--- src/rtl/dma_sd_pkg.sv ---
package dma_sd_pkg;
  typedef enum logic [1:0] {
    RSP_OKAY  = 2'd0,
    RSP_RETRY = 2'd2,
    RSP_SPLIT = 2'd3
  } rsp_e;

  localparam int unsigned BUS_BYTES = 4;

  function automatic logic [2:0] width_bytes(input logic [1:0] code);
    case (code)
      2'd0:    return 3'd1;
      2'd1:    return 3'd2;
      default: return 3'd4;
    endcase
  endfunction

  function automatic logic [31:0] byte_mask(input logic [2:0] n);
    case (n)
      3'd1:    return 32'h0000_00ff;
      3'd2:    return 32'h0000_ffff;
      default: return 32'hffff_ffff;
    endcase
  endfunction
endpackage

--- src/rtl/dma_sd_fifo.sv ---
module dma_sd_fifo
  import dma_sd_pkg::*;
#(
  parameter int unsigned DEPTH = 8,
  localparam int unsigned CW = $clog2(DEPTH + 1)
) (
  input  logic          clk_i,
  input  logic          rst_ni,
  input  logic          flush_i,
  input  logic          push_i,
  input  logic [2:0]    push_n_i,
  input  logic [31:0]   push_data_i,
  input  logic          pop_i,
  input  logic [2:0]    pop_n_i,
  output logic [31:0]   head_o,
  output logic [CW-1:0] count_o
);
  localparam int unsigned BW = 8 * DEPTH;

  logic [BW-1:0] data_q, data_d;
  logic [CW-1:0] count_q, count_d;
  logic [CW-1:0] base;

  always_comb begin
    data_d  = data_q;
    base    = count_q;
    if (pop_i) begin
      data_d = data_q >> (8 * pop_n_i);
      base   = count_q - CW'(pop_n_i);
    end
    count_d = base;
    if (push_i) begin
      data_d  = data_d | (BW'(push_data_i & byte_mask(push_n_i)) << (8 * base));
      count_d = base + CW'(push_n_i);
    end
    if (flush_i) begin
      data_d  = '0;
      count_d = '0;
    end
  end

  always_ff @(posedge clk_i or negedge rst_ni) begin
    if (!rst_ni) begin
      data_q  <= '0;
      count_q <= '0;
    end else begin
      data_q  <= data_d;
      count_q <= count_d;
    end
  end

  assign head_o  = data_q[31:0];
  assign count_o = count_q;

  a_r5_room_on_push: assert property (@(posedge clk_i) disable iff (!rst_ni)
    push_i |-> ({1'b0, count_q} + (CW+1)'(push_n_i)) <=
               ((CW+1)'(DEPTH) + (pop_i ? (CW+1)'(pop_n_i) : '0)));
  a_r4_pop_whole_word: assert property (@(posedge clk_i) disable iff (!rst_ni)
    pop_i |-> count_q >= CW'(pop_n_i));
endmodule

--- src/rtl/dma_sd_chan.sv ---
module dma_sd_chan
  import dma_sd_pkg::*;
#(
  parameter int unsigned DEPTH = 8,
  parameter int unsigned AW    = 16
) (
  input  logic          clk_i,
  input  logic          rst_ni,
  input  logic          en_i,
  input  logic          susp_i,
  input  logic [1:0]    src_w_i,
  input  logic [1:0]    dst_w_i,
  output logic          src_req_o,
  output logic [AW-1:0] src_addr_o,
  input  logic          src_rdy_i,
  input  logic [1:0]    src_resp_i,
  input  logic [31:0]   src_rdata_i,
  output logic          dst_req_o,
  output logic [AW-1:0] dst_addr_o,
  output logic [31:0]   dst_wdata_o,
  input  logic          dst_rdy_i,
  input  logic [1:0]    dst_resp_i,
  output logic          ch_en_o,
  output logic          fifo_empty_o
);
  localparam int unsigned CW = $clog2(DEPTH + 1);

  typedef enum logic {ST_IDLE, ST_RUN} st_e;

  st_e           st_q;
  logic          src_pend_q, dst_pend_q;
  logic [AW-1:0] src_addr_q, dst_addr_q;
  logic [2:0]    sb, db;
  logic [CW-1:0] cnt;
  logic [31:0]   head;
  logic          run, dis_req, room, leave, start;
  logic          src_ok, src_stall, dst_ok, dst_stall;

  assign sb      = width_bytes(src_w_i);
  assign db      = width_bytes(dst_w_i);
  assign run     = (st_q == ST_RUN);
  assign dis_req = !en_i;
  assign room    = ({1'b0, cnt} + (CW+1)'(sb)) <= (CW+1)'(DEPTH);
  assign start   = !run && en_i;
  assign leave   = run && dis_req && !src_pend_q && !dst_pend_q;

  // a retried access is always reissued, whatever suspend or disable say
  assign src_req_o = run && (src_pend_q || (!dis_req && !susp_i && room));
  assign dst_req_o = run && (dst_pend_q || (!dis_req && (cnt >= CW'(db))));

  assign src_ok    = src_req_o && src_rdy_i && (src_resp_i == 2'(RSP_OKAY));
  assign src_stall = src_req_o && src_rdy_i &&
                     (src_resp_i == 2'(RSP_RETRY) || src_resp_i == 2'(RSP_SPLIT));
  assign dst_ok    = dst_req_o && dst_rdy_i && (dst_resp_i == 2'(RSP_OKAY));
  assign dst_stall = dst_req_o && dst_rdy_i &&
                     (dst_resp_i == 2'(RSP_RETRY) || dst_resp_i == 2'(RSP_SPLIT));

  always_ff @(posedge clk_i or negedge rst_ni) begin
    if (!rst_ni) begin
      st_q       <= ST_IDLE;
      src_pend_q <= 1'b0;
      dst_pend_q <= 1'b0;
      src_addr_q <= '0;
      dst_addr_q <= '0;
    end else begin
      if (start) begin
        st_q       <= ST_RUN;
        src_addr_q <= '0;
        dst_addr_q <= '0;
      end else if (leave) begin
        st_q <= ST_IDLE;
      end else begin
        if (src_ok) src_addr_q <= src_addr_q + AW'(sb);
        if (dst_ok) dst_addr_q <= dst_addr_q + AW'(db);
      end
      if (!run)           src_pend_q <= 1'b0;
      else if (src_stall) src_pend_q <= 1'b1;
      else if (src_ok)    src_pend_q <= 1'b0;
      if (!run)           dst_pend_q <= 1'b0;
      else if (dst_stall) dst_pend_q <= 1'b1;
      else if (dst_ok)    dst_pend_q <= 1'b0;
    end
  end

  dma_sd_fifo #(.DEPTH(DEPTH)) u_fifo (
    .clk_i       (clk_i),
    .rst_ni      (rst_ni),
    .flush_i     (leave),
    .push_i      (src_ok),
    .push_n_i    (sb),
    .push_data_i (src_rdata_i),
    .pop_i       (dst_ok),
    .pop_n_i     (db),
    .head_o      (head),
    .count_o     (cnt)
  );

  assign src_addr_o   = src_addr_q;
  assign dst_addr_o   = dst_addr_q;
  assign dst_wdata_o  = head & byte_mask(db);
  assign ch_en_o      = run;
  assign fifo_empty_o = cnt < CW'(db);

  a_r3_width_legal: assert property (@(posedge clk_i) disable iff (!rst_ni)
    src_w_i != 2'd3 && dst_w_i != 2'd3);
  a_r8_resp_legal: assert property (@(posedge clk_i) disable iff (!rst_ni)
    (src_req_o && src_rdy_i) |-> src_resp_i != 2'd1);
  a_r8_src_same_addr: assert property (@(posedge clk_i) disable iff (!rst_ni)
    src_stall |=> src_req_o && $stable(src_addr_o));
  a_r8_dst_same_addr: assert property (@(posedge clk_i) disable iff (!rst_ni)
    dst_stall |=> dst_req_o && $stable(dst_addr_o));
  a_r8_hold_enable: assert property (@(posedge clk_i) disable iff (!rst_ni)
    (run && (src_pend_q || dst_pend_q)) |=> ch_en_o);
  a_r5_no_src_in_susp: assert property (@(posedge clk_i) disable iff (!rst_ni)
    (susp_i && !src_pend_q) |-> !src_req_o);
  a_r11_flush_on_stop: assert property (@(posedge clk_i) disable iff (!rst_ni)
    $fell(ch_en_o) |-> cnt == '0);
  a_r4_no_write_when_empty: assert property (@(posedge clk_i) disable iff (!rst_ni)
    (fifo_empty_o && !dst_pend_q) |-> !dst_req_o);
endmodule

--- src/rtl/dma_susp_ctrl.sv ---
module dma_susp_ctrl
  import dma_sd_pkg::*;
#(
  parameter int unsigned NUM_CH     = 2,
  parameter int unsigned FIFO_BYTES = 8,
  parameter int unsigned AW         = 16
) (
  input  logic                   clk_i,
  input  logic                   rst_ni,
  input  logic                   glb_en_i,
  input  logic [NUM_CH-1:0]      ch_en_req_i,
  input  logic [NUM_CH-1:0]      susp_i,
  input  logic [2*NUM_CH-1:0]    src_w_i,
  input  logic [2*NUM_CH-1:0]    dst_w_i,
  output logic [NUM_CH-1:0]      src_req_o,
  output logic [AW*NUM_CH-1:0]   src_addr_o,
  input  logic [NUM_CH-1:0]      src_rdy_i,
  input  logic [2*NUM_CH-1:0]    src_resp_i,
  input  logic [32*NUM_CH-1:0]   src_rdata_i,
  output logic [NUM_CH-1:0]      dst_req_o,
  output logic [AW*NUM_CH-1:0]   dst_addr_o,
  output logic [32*NUM_CH-1:0]   dst_wdata_o,
  input  logic [NUM_CH-1:0]      dst_rdy_i,
  input  logic [2*NUM_CH-1:0]    dst_resp_i,
  output logic [NUM_CH-1:0]      ch_en_o,
  output logic [NUM_CH-1:0]      fifo_empty_o
);
  for (genvar c = 0; c < NUM_CH; c++) begin : g_ch
    dma_sd_chan #(.DEPTH(FIFO_BYTES), .AW(AW)) u_chan (
      .clk_i        (clk_i),
      .rst_ni       (rst_ni),
      .en_i         (ch_en_req_i[c] && glb_en_i),
      .susp_i       (susp_i[c]),
      .src_w_i      (src_w_i[2*c +: 2]),
      .dst_w_i      (dst_w_i[2*c +: 2]),
      .src_req_o    (src_req_o[c]),
      .src_addr_o   (src_addr_o[AW*c +: AW]),
      .src_rdy_i    (src_rdy_i[c]),
      .src_resp_i   (src_resp_i[2*c +: 2]),
      .src_rdata_i  (src_rdata_i[32*c +: 32]),
      .dst_req_o    (dst_req_o[c]),
      .dst_addr_o   (dst_addr_o[AW*c +: AW]),
      .dst_wdata_o  (dst_wdata_o[32*c +: 32]),
      .dst_rdy_i    (dst_rdy_i[c]),
      .dst_resp_i   (dst_resp_i[2*c +: 2]),
      .ch_en_o      (ch_en_o[c]),
      .fifo_empty_o (fifo_empty_o[c])
    );
  end

  initial begin
    a_cfg_depth: assert (FIFO_BYTES >= BUS_BYTES);
  end
endmodule

--- config.mk ---
export PLATFORM = sky130hd
export DESIGN_NAME = dma_susp_ctrl
export DESIGN_NICKNAME = d
export VERILOG_FILES = /design/src/rtl/dma_sd_pkg.sv /design/src/rtl/dma_sd_fifo.sv /design/src/rtl/dma_sd_chan.sv /design/src/rtl/dma_susp_ctrl.sv
export SDC_FILE = /design/constraint.sdc
export NUM_CORES = 1
export LEC_CHECK = 0
export ABC_AREA = 1
export BUFFER_PORTS_ARGS = -buffer_cell sky130_fd_sc_hd__buf_2
export CORE_MARGIN = 2
export CORE_UTILIZATION = 50
export DETAILED_ROUTE_END_ITERATION = 10
export PLACE_DENSITY_LB_ADDON = 0.12
export SLEW_MARGIN = 10
export SYNTH_ARGS = -nofsm -noshare
export SYNTH_HDL_FRONTEND = slang
export SYNTH_SLANG_ARGS = --single-unit
--- constraint.sdc ---
create_clock -name clk_i -period 3.2 [get_ports clk_i]
set_input_delay 0 -clock clk_i [delete_from_list [all_inputs] [get_ports clk_i]]
set_output_delay 0 -clock clk_i [all_outputs]
set_load 0.01 [all_outputs]
==> flow_results.org, run 1 <==
** Die
- Floorplan die width :: 182 um
- After floorplanning, the core was divided into 65 placement rows.
- In this run the standard cell core region covers 31,400 sq um.
- Effective utilization at floorplan :: 50.6%
- Top Ports :: 227
- The die is 182 um tall.
- The die covers 33,200 sq um.

** Synth
- Count of mapped cells out of synthesis :: 2,406
- Synth unique cells :: 55
- Portion of the post-synthesis area used by sequential elements :: 32.4%
- YS warnings :: 0
- Synthesis inferred 206 register bits.
- Mean instance size in the synthesized netlist :: 6.60 sq um
- When the netlist entered floorplanning its net count stood at 2,539.
- The mapped netlist covers 15,900 sq um.

** GRT
- The number of global-route vias before repair came to 16,504.
- The initial antenna violation count came to 1.
- First-pass GRT wire length :: 87.3 mm
- Global routing finished with a remaining overflow of 0.
- All-layer global routing usage :: 32.6%
- Pin count of the biggest net entering global routing :: 103

** Critical path
- CP most frequent cell :: sky130_fd_sc_hd__nand2_1
- Walking the worst path, the cells encountered are ha_1, inv_1, fa_1, inv_1, nor2_1, nand2_1, nand3_1, nand2_1, nand2_2, nand3_1, dlygate4sd3_1, nand4_1, nand2_1, dlygate4sd3_1.
- Worst Setup End Kind :: register
- CP max FO :: 3
- The worst setup path is launched from a register.
- R2R depth :: 14
- At the worst endpoint, the required time is 3.60 ns.
- Largest stage delay on the critical path :: 0.58 ns
- Data arrival time of the worst path :: 3.43 ns
- Slowest cell on the critical path :: sky130_fd_sc_hd__dlygate4sd3_1
- The setup path with the least slack is of type register to register.

** Worst hold path
- Hold path cells :: 7
- Hold Path Class :: input port to register

** Clock network
- After clock tree synthesis, the clock-pin slew on the worst setup and hold paths is 0.06 ns.
- Clock Latency Late Sink :: 0.53 ns
- Clock tree root driver cell :: sky130_fd_sc_hd__clkbuf_16
- CTS H-Tree Depth :: 1
- The longest clock path from root to sink contains 3 buffers.
- TritonCTS built the clock tree.
- Counting every sink on the clock net gives 206.
- Number of CTS-inserted buffers :: 25

** Run
- Across the run, the number of max-cap violations was 0.

** Detailed routing
- Detail Route Antenna Nets :: 0
- In this run, the number of DRC markers left after iteration 0 of detailed routing was 1,625.
- After detailed routing, the average wire length per cell comes to 18.1 um.
- Number of vias after detailed routing :: 17,474
- Vias/cell :: 5.77
- The pre-antenna-repair detailed-routing pass consisted of 6 iterations.
- In the routed design, unresolved DRC markers number 0.
- The final layout contains routed wiring with a total length of 54.9 mm.

** Timing
- Of the available clock period, the critical path in the final layout requires 94.8%.
- For the final database, setup skew stands at 0.0124 ns.
- Max frequency :: 330 MHz
- RSZ-0062 raised after global routing :: false
- After layout, the minimum clock period comes to 3.03 ns.
- For the pin with the worst max-slew slack, the measured transition is 0.928 ns.
- Number of max-slew violations in the final report :: 0
- Measured against its own limit, the worst slew margin works out to 38.1%.
- Post-layout worst setup margin :: 0.167 ns
- Number of setup violations in the final report :: 0
- The number of hold violations in the final report came to 0.

** Cells and area
- In the final design database the tool counted 2,743 nets.
- Final non-filler cell area :: 18,700 sq um
- From synthesis to final layout, the design area changed by 17.7%.
- Fraction of final layout cells sized beyond drive strength 1 :: 14.1%
- Filler Cells Inserted :: 3,045

** Pwr
- Part of the total power dissipated in sequential elements :: 40.0%
- Power spread over the standard cell area amounts to 358 nW/um^2.
- Combinational cell fraction of total power :: 19.0%
- In this run switching power makes up 30.8% of total power.
- Summed over all cells, the static leakage comes to 9.10 nW.
- Net switching power figure :: 0.00207 W
- Peak VDD IR :: 0.000393 V
- The clock network accounts for 41.0% of the total power.
- Cell Int Power :: 0.00464 W

** Placement
- Detailed placement ended at an HPWL of 39.1 mm.
- Post-placement cell area :: 17,300 sq um
- Routability-driven placement finished with a final weighted congestion of 0.934.
- Prior to clock tree synthesis, the placed netlist has a worst setup slack of 0.171 ns.
- Buffers added on ports :: 226

** Status
- Run status :: completed
## metal layers
metal	global-route usage, %	wire length (um)
met1	41.0	21900
met2	55.0	26000
met3	3.19	3510
met4	18.7	3460
met5	0	0
## cell usage in the layout (no fill, tap or decap), types with 45 or more instances in the layout
master and count:
sky130_fd_sc_hd__nand2_1 621, sky130_fd_sc_hd__inv_1 261, sky130_fd_sc_hd__nor2_1 249, sky130_fd_sc_hd__buf_2 225, sky130_fd_sc_hd__nand3_1 217, sky130_fd_sc_hd__dfrtp_1 205
sky130_fd_sc_hd__a21oi_1 198, sky130_fd_sc_hd__o21ai_0 128, sky130_fd_sc_hd__dlygate4sd3_1 55, sky130_fd_sc_hd__o221ai_1 45
## cell usage after synthesis (all sizes together)
cell type / number / area (sq um)
o21a: 3 / 22.5
clkinv: 5 / 21.3
nor3b: 3 / 22.5
a22o: 4 / 35.0
xor2: 10 / 87.6
a21oi: 200 / 1020
clkbuf: 77 / 289
nand2: 638 / 2460
a31oi: 5 / 31.3
o21ai: 140 / 723
nand3b: 1 / 7.51
nor4: 5 / 31.3
o41ai: 3 / 26.3
o21bai: 1 / 7.51
buf: 84 / 520
dfrtp: 206 / 5150
o32ai: 16 / 140
o22ai: 38 / 238
a21boi: 1 / 7.51
xnor2: 7 / 61.3
a22oi: 18 / 135
nor3: 26 / 130
nand4: 28 / 175
a32oi: 2 / 17.5
nor2: 258 / 1030
o221ai: 45 / 394
o211ai: 3 / 22.5
and2: 1 / 6.26
or2: 16 / 100
ha: 34 / 425
a221oi: 16 / 140
and3: 3 / 18.8
inv: 270 / 1010
fa: 8 / 160
nand3: 221 / 1130
a211oi: 3 / 22.5
o31ai: 7 / 52.6
## layout make-up
cell class / instances / area [sq um] / share of cell area (%)
multi-input cells: 1764 / 8950 / 47.9
flip-flops and latches: 206 / 5160 / 27.6
repair buffers: 338 / 2280 / 12.2
inverters: 275 / 1040 / 5.55
clock buffers: 40 / 752 / 4.02
well taps: 402 / 503 / 2.69
clock inverters: 4 / 22.5 / 0.120
diodes: 1 / 2.50 / 0.0134
## cell families (layout without fill, tap and decap cells)
group           count (synthesis)  after routing  share of synthesized area [%]
compound gates                505            505                           19.1
xor+xnor                       17             17                          0.937
fa+ha+maj                      42             42                           3.69
buf+inv                       436            657                           11.6
flops                         206            206                           32.4
other cells                     0              1                              0
simple gates                 1200           1200                           32.2
## metrics by stage
step / cells / hold WS (ns) / power [W] / utilization, % / setup TNS [ns]
after floorplan: 2406 / -0.296 / 0.00349 / - / -0.00688
after global placement: 2929 / 0.176 / 0.00392 / 55.3 / 0
after detailed placement: 2929 / 0.194 / 0.00393 / 55.3 / 0
after CTS: 3028 / 0.00120 / 0.00673 / 59.5 / 0
after global routing: 3030 / 0.0319 / 0.00698 / 59.6 / 0
final: 3030 / 0.0183 / 0.00671 / 59.6 / 0
## final timing paths
check / startpoint / endpoint / slack, ns
worst min-delay path: src_rdata_i[17] / g_ch[0].u_chan.u_fifo.data_q[41]$_DFF_PN0_ / 0.02
max in group asynchronous: rst_ni / g_ch[1].u_chan.u_fifo.data_q[59]$_DFF_PN0_ / 2.04
worst max-delay path: g_ch[1].u_chan.u_fifo.count_o[0]$_DFF_PN0_ / g_ch[1].u_chan.src_pend_q$_DFFE_PN0P_ / 0.17
min in group asynchronous: rst_ni / g_ch[0].u_chan.src_addr_o[3]$_DFFE_PN0P_ / 0.12
worst min register to register: g_ch[0].u_chan.src_addr_o[15]$_DFFE_PN0P_ / g_ch[0].u_chan.src_addr_o[15]$_DFFE_PN0P_ / 0.46
worst max register to register: g_ch[1].u_chan.u_fifo.count_o[0]$_DFF_PN0_ / g_ch[1].u_chan.src_pend_q$_DFFE_PN0P_ / 0.17
## worst max-delay path: cells and delay by family (launching register included)
kind	cells	cell delay, ns
flip-flops	1	0.37
AND/OR/NAND/NOR	8	0.62
buffers and inverters	4	1.23
adder cells (fa/ha/maj)	2	0.68
## registers in the layout (all words and copies together) (netlist names)
signal,cells
g_ch.u_chan.ch_en_o,2
g_ch.u_chan.dst_addr_o,32
g_ch.u_chan.dst_pend_q,2
g_ch.u_chan.src_addr_o,32
g_ch.u_chan.src_pend_q,2
g_ch.u_chan.u_fifo.count_o,8
g_ch.u_chan.u_fifo.data_q,128
## power by group through the flow
stage	registers [W]	logic, W	clock network [W]
6_report	0.00268	0.00127	0.00275
3_5_place_dp	0.00273	0.00120	0
2_1_floorplan	0.00272	0.000767	0
3_3_place_gp	0.00273	0.00119	0
5_1_grt	0.00269	0.00140	0.00289
4_1_cts	0.00268	0.00126	0.00279
## timing repair
| action | CTS | global route |
|---|---|---|
| setup buffers | 0 | 1 |
| hold buffers | 55 | 0 |
| endpoints found under the setup margin | 0 | 39 |
| hold endpoints to repair | 187 | 0 |
| gates resized for setup | 0 | 7 |
Power figures use the tool's default switching activity.
==> run 2, diff against run 1 <==
--- a/config.mk
+++ b/config.mk
@@ -11,6 +11,7 @@
 export CORE_UTILIZATION = 50
 export DETAILED_ROUTE_END_ITERATION = 10
 export PLACE_DENSITY_LB_ADDON = 0.12
+export SETUP_SLACK_MARGIN = 0.2
 export SLEW_MARGIN = 10
 export SYNTH_ARGS = -nofsm -noshare
 export SYNTH_HDL_FRONTEND = slang
==> run 2 against run 1 <==
Compared with the run above:
- clock skew decreased by 0.0013 ns
- global-route usage rose by 0.44 points
- critical path depth is the same
- power up 7.2%
- largest cell class unchanged
- first-iteration DRC count is 2.2% lower
- final area increased by 2.6%
==> flow_results.org, run 2 (synthesized netlist as in run 1, its figures left out) <==
** Critical path
- Bufs and invs on worst path :: 3
- Worst r2r dst :: g_ch[1].u_chan.u_fifo.data_q[49]$_DFF_PN0_
- CP max FO :: 14
- CP startpoint :: g_ch[1].u_chan.u_fifo.count_o[1]$_DFF_PN0_
- Slowest cell on the critical path :: sky130_fd_sc_hd__fa_1
- The setup path with the least slack is of type register to register.
- At the worst endpoint, the arrival time is 3.33 ns.
- Broken down by cell family, the worst path's largest delay share belongs to simple AND/OR/NAND/NOR gates.
- Critical register-to-register path startpoint :: g_ch[1].u_chan.u_fifo.count_o[1]$_DFF_PN0_
- The worst register-to-register path has a setup slack of 0.31 ns.
- Critical path, cell by cell :: inv_1, fa_1, inv_1, nor2_1, nand2_1, nand3_1, nand2_1, nand2_2, nand3_4, clkinv_2, nand2_4, nor2_4, a21oi_1, a21oi_1
- Measured in cells, the most critical reg-to-reg path has a length of 14.
- Worst Setup End Kind :: register
- On the worst path, the slowest cell contributes a delay of 0.56 ns.
- Startpoint type of the worst setup path :: register
- Required time worst endpoint :: 3.64 ns

** Timing
- Post-Route Setup TNS :: 0 ns
- RSZ-0062 raised after global routing :: true
- Period utilisation layout :: 90.3%
- Minimum clock period :: 2.89 ns
- Timing would allow up to 346 MHz.
- Number of max-slew violations in the final report :: 0
- Fin Clk Skew :: 0.0111 ns
- At the pin with the least slew margin, the transition time is 0.745 ns.
- Measured against its own limit, the worst slew margin works out to 50.3%.
- Setup violations remaining at the end of the flow were counted as 0.
- Final hold violation count :: 0

** GRT
- All-layer global routing usage :: 33.1%
- First-pass GRT wire length :: 88.7 mm
- Entering global routing, the biggest net connects 84 pins.
- Total global routing overflow :: 0
- Via count of the first global-routing pass :: 16,573
- Number of antenna violations at the first check in global routing :: 3

** Clock network
- The clock reaches the later pin of the worst-skew pair after 0.53 ns.
- The number of clock buffers added by TritonCTS is 24.
- The tree is rooted in a sky130_fd_sc_hd__clkbuf_16.
- TritonCTS clock tree :: yes
- After clock tree synthesis, the clock-pin slew on the worst setup and hold paths is 0.06 ns.
- The clock passes through at most 3 buffers.
- CTS H-Tree Depth :: 1
- Clock sinks :: 206

** Die
- Effective utilization at floorplan :: 50.6%
- The region available for standard cell placement spans 31,400 sq um.
- Row Count :: 65
- Measured along the y axis, the die boundary spans 182 um.
- 227 I/O pins were placed.
- The die covers 33,200 sq um.
- Floorplan die width :: 182 um

** Cells and area
- Final non-filler cell area :: 19,200 sq um
- Measured on the finished design, the core utilization comes to 61.1%.
- Most frequent cells in the layout :: sky130_fd_sc_hd__nand2_1, sky130_fd_sc_hd__inv_1, sky130_fd_sc_hd__nor2_1
- The register with the most flip-flops in the final layout is g_ch.u_chan.u_fifo.data_q.
- Number of nets in the layout :: 2,755
- Across the whole layout, storage elements account for 5150 sq um.
- Relative to the synthesized area, the layout overhead comes to 20.7%.
- Once layout is complete, the cells apart from fillers number 3,044.
- The register with the most flip-flops in the layout has 128 of them.
- Filler Cells Inserted :: 2,986
- Fraction of final layout cells sized beyond drive strength 1 :: 16.0%
- Summing all multi-input logic gate instances after layout gives 9110 sq um.
- The library cell used most frequently in the layout, excluding fill and tap cells, is sky130_fd_sc_hd__nand2_1.

** Detailed routing
- In the final routed layout, each cell accounts on average for 19.0 um.
- The first detailed-routing pass took 6 iterations.
- After the first detailed-routing iteration, the DRC count stood at 1,590.
- Detailed routing inserted a total of 17,943 vias.
- Detail Route Antenna Nets :: 0
- For this run, design rule violations remaining after detail routing come to 0.
- Total Wirelength :: 57.9 mm
- Vias/cell :: 5.89

** Worst hold path
- Hold path cells :: 7
- Min-Delay Startpoint :: src_rdata_i[62]
- Hold Path Class :: input port to register
- Worst hold path endpoint :: g_ch[1].u_chan.u_fifo.data_q[38]$_DFF_PN0_

** Pwr
- Power spread over the standard cell area amounts to 375 nW/um^2.
- Pleak :: 9.26 nW
- Power Total :: 0.00719 W
- VDD sags by at most 0.000351 V.

** Placement
- At the end of routability-driven placement, the weighted congestion stood at 0.951.
- Post-placement cell area :: 17,300 sq um
- Counting tap cells, the placed design contains a total of 2,924 instances.
- Input and output buffers added on the ports amount to 226.
- DP Wirelength :: 39.2 mm

** Run
- Maximum Capacitance Violations :: 0

** Status
- Run status :: completed
-- run 2: changes by cell type in the layout (fill, tap and decap cells not counted), moves of 3 or more --
| cell | change |
|---|---|
| sky130_fd_sc_hd__inv_1 | -5 |
| sky130_fd_sc_hd__bufinv_16 | +5 |
| sky130_fd_sc_hd__dlygate4sd3_1 | -13 |
| sky130_fd_sc_hd__clkbuf_16 | +6 |
| sky130_fd_sc_hd__inv_2 | +3 |
| sky130_fd_sc_hd__clkbuf_1 | -7 |
| sky130_fd_sc_hd__nand2_1 | -5 |
| sky130_fd_sc_hd__ha_1 | -4 |
| sky130_fd_sc_hd__nor2_4 | +3 |
| sky130_fd_sc_hd__buf_8 | +3 |
| sky130_fd_sc_hd__buf_4 | +11 |
-- run 2: worst register-to-register path: cells and delay by family, from the launching register on --
family | cells | cell delay (ns)
AND/OR/NAND/NOR | 8 | 1.10
adder cells (fa/ha/maj) | 1 | 0.56
flip-flops | 1 | 0.49
buffers and inverters | 3 | 0.34
AO/OA/AOI/OAI | 2 | 0.31
-- run 2: cell type report --
class	count	area share, %
Inverter	275	5.50
Sequential cell	206	26.9
Antenna cell	3	0.0391
Clock buffer	32	3.71
Timing Repair Buffer	347	12.8
Clock inverter	11	0.978
Tap cell	402	2.62
Multi-Input combinational cell	1768	47.5
-- run 2: how the worst max path moves through the flow --
stage	end	slack, ns	cells past startpoint
after floorplan	g_ch[0].u_chan.u_fifo.count_o[2]$_DFF_PN0_	0.18	29
after global placement	g_ch[1].u_chan.u_fifo.count_o[3]$_DFF_PN0_	0.16	23
after detailed placement	g_ch[1].u_chan.u_fifo.count_o[3]$_DFF_PN0_	0.11	23
after CTS	g_ch[0].u_chan.u_fifo.data_q[34]$_DFF_PN0_	0.15	17
after global routing	g_ch[0].u_chan.u_fifo.data_q[15]$_DFF_PN0_	0.10	19
final	g_ch[1].u_chan.u_fifo.data_q[49]$_DFF_PN0_	0.31	14
-- run 2: metal layers --
layer | track usage (%) | wire length (um) | vias to the layer above
li1 | - | - | 8413
met1 | 41.9 | 22600 | 8378
met2 | 56.6 | 27900 | 954
met3 | 3.23 | 4270 | 198
met4 | 16.4 | 3150 | 0
met5 | 0 | 0 | -
-- run 2: where the power goes --
part,total [W],internal [W],switching (W),leakage (nW)
combinational,0.00135,0.000424,0.000929,5.95
clock,0.00315,0.00196,0.00119,0.447
sequential,0.00268,0.00265,0.0000375,2.87
-- run 2: timing repair --
action                                  CTS  global route
endpoints found under the setup margin   17           138
gates resized for setup                   2            40
cloned                                    0            10
hold buffers                             42             0
hold endpoints to repair                150             0
pin swaps                                 0             6
setup buffers                             0            22
-- run 2: per-stage QoR --
| stage | hold slack (ns) | setup WS [ns] |
|---|---|---|
| floorplan | -0.296 | 0.182 |
| global placement | 0.118 | 0.162 |
| detailed placement | 0.104 | 0.108 |
| CTS | 0.00354 | 0.149 |
| global route | 0.0496 | 0.101 |
| finish | 0.0130 | 0.309 |
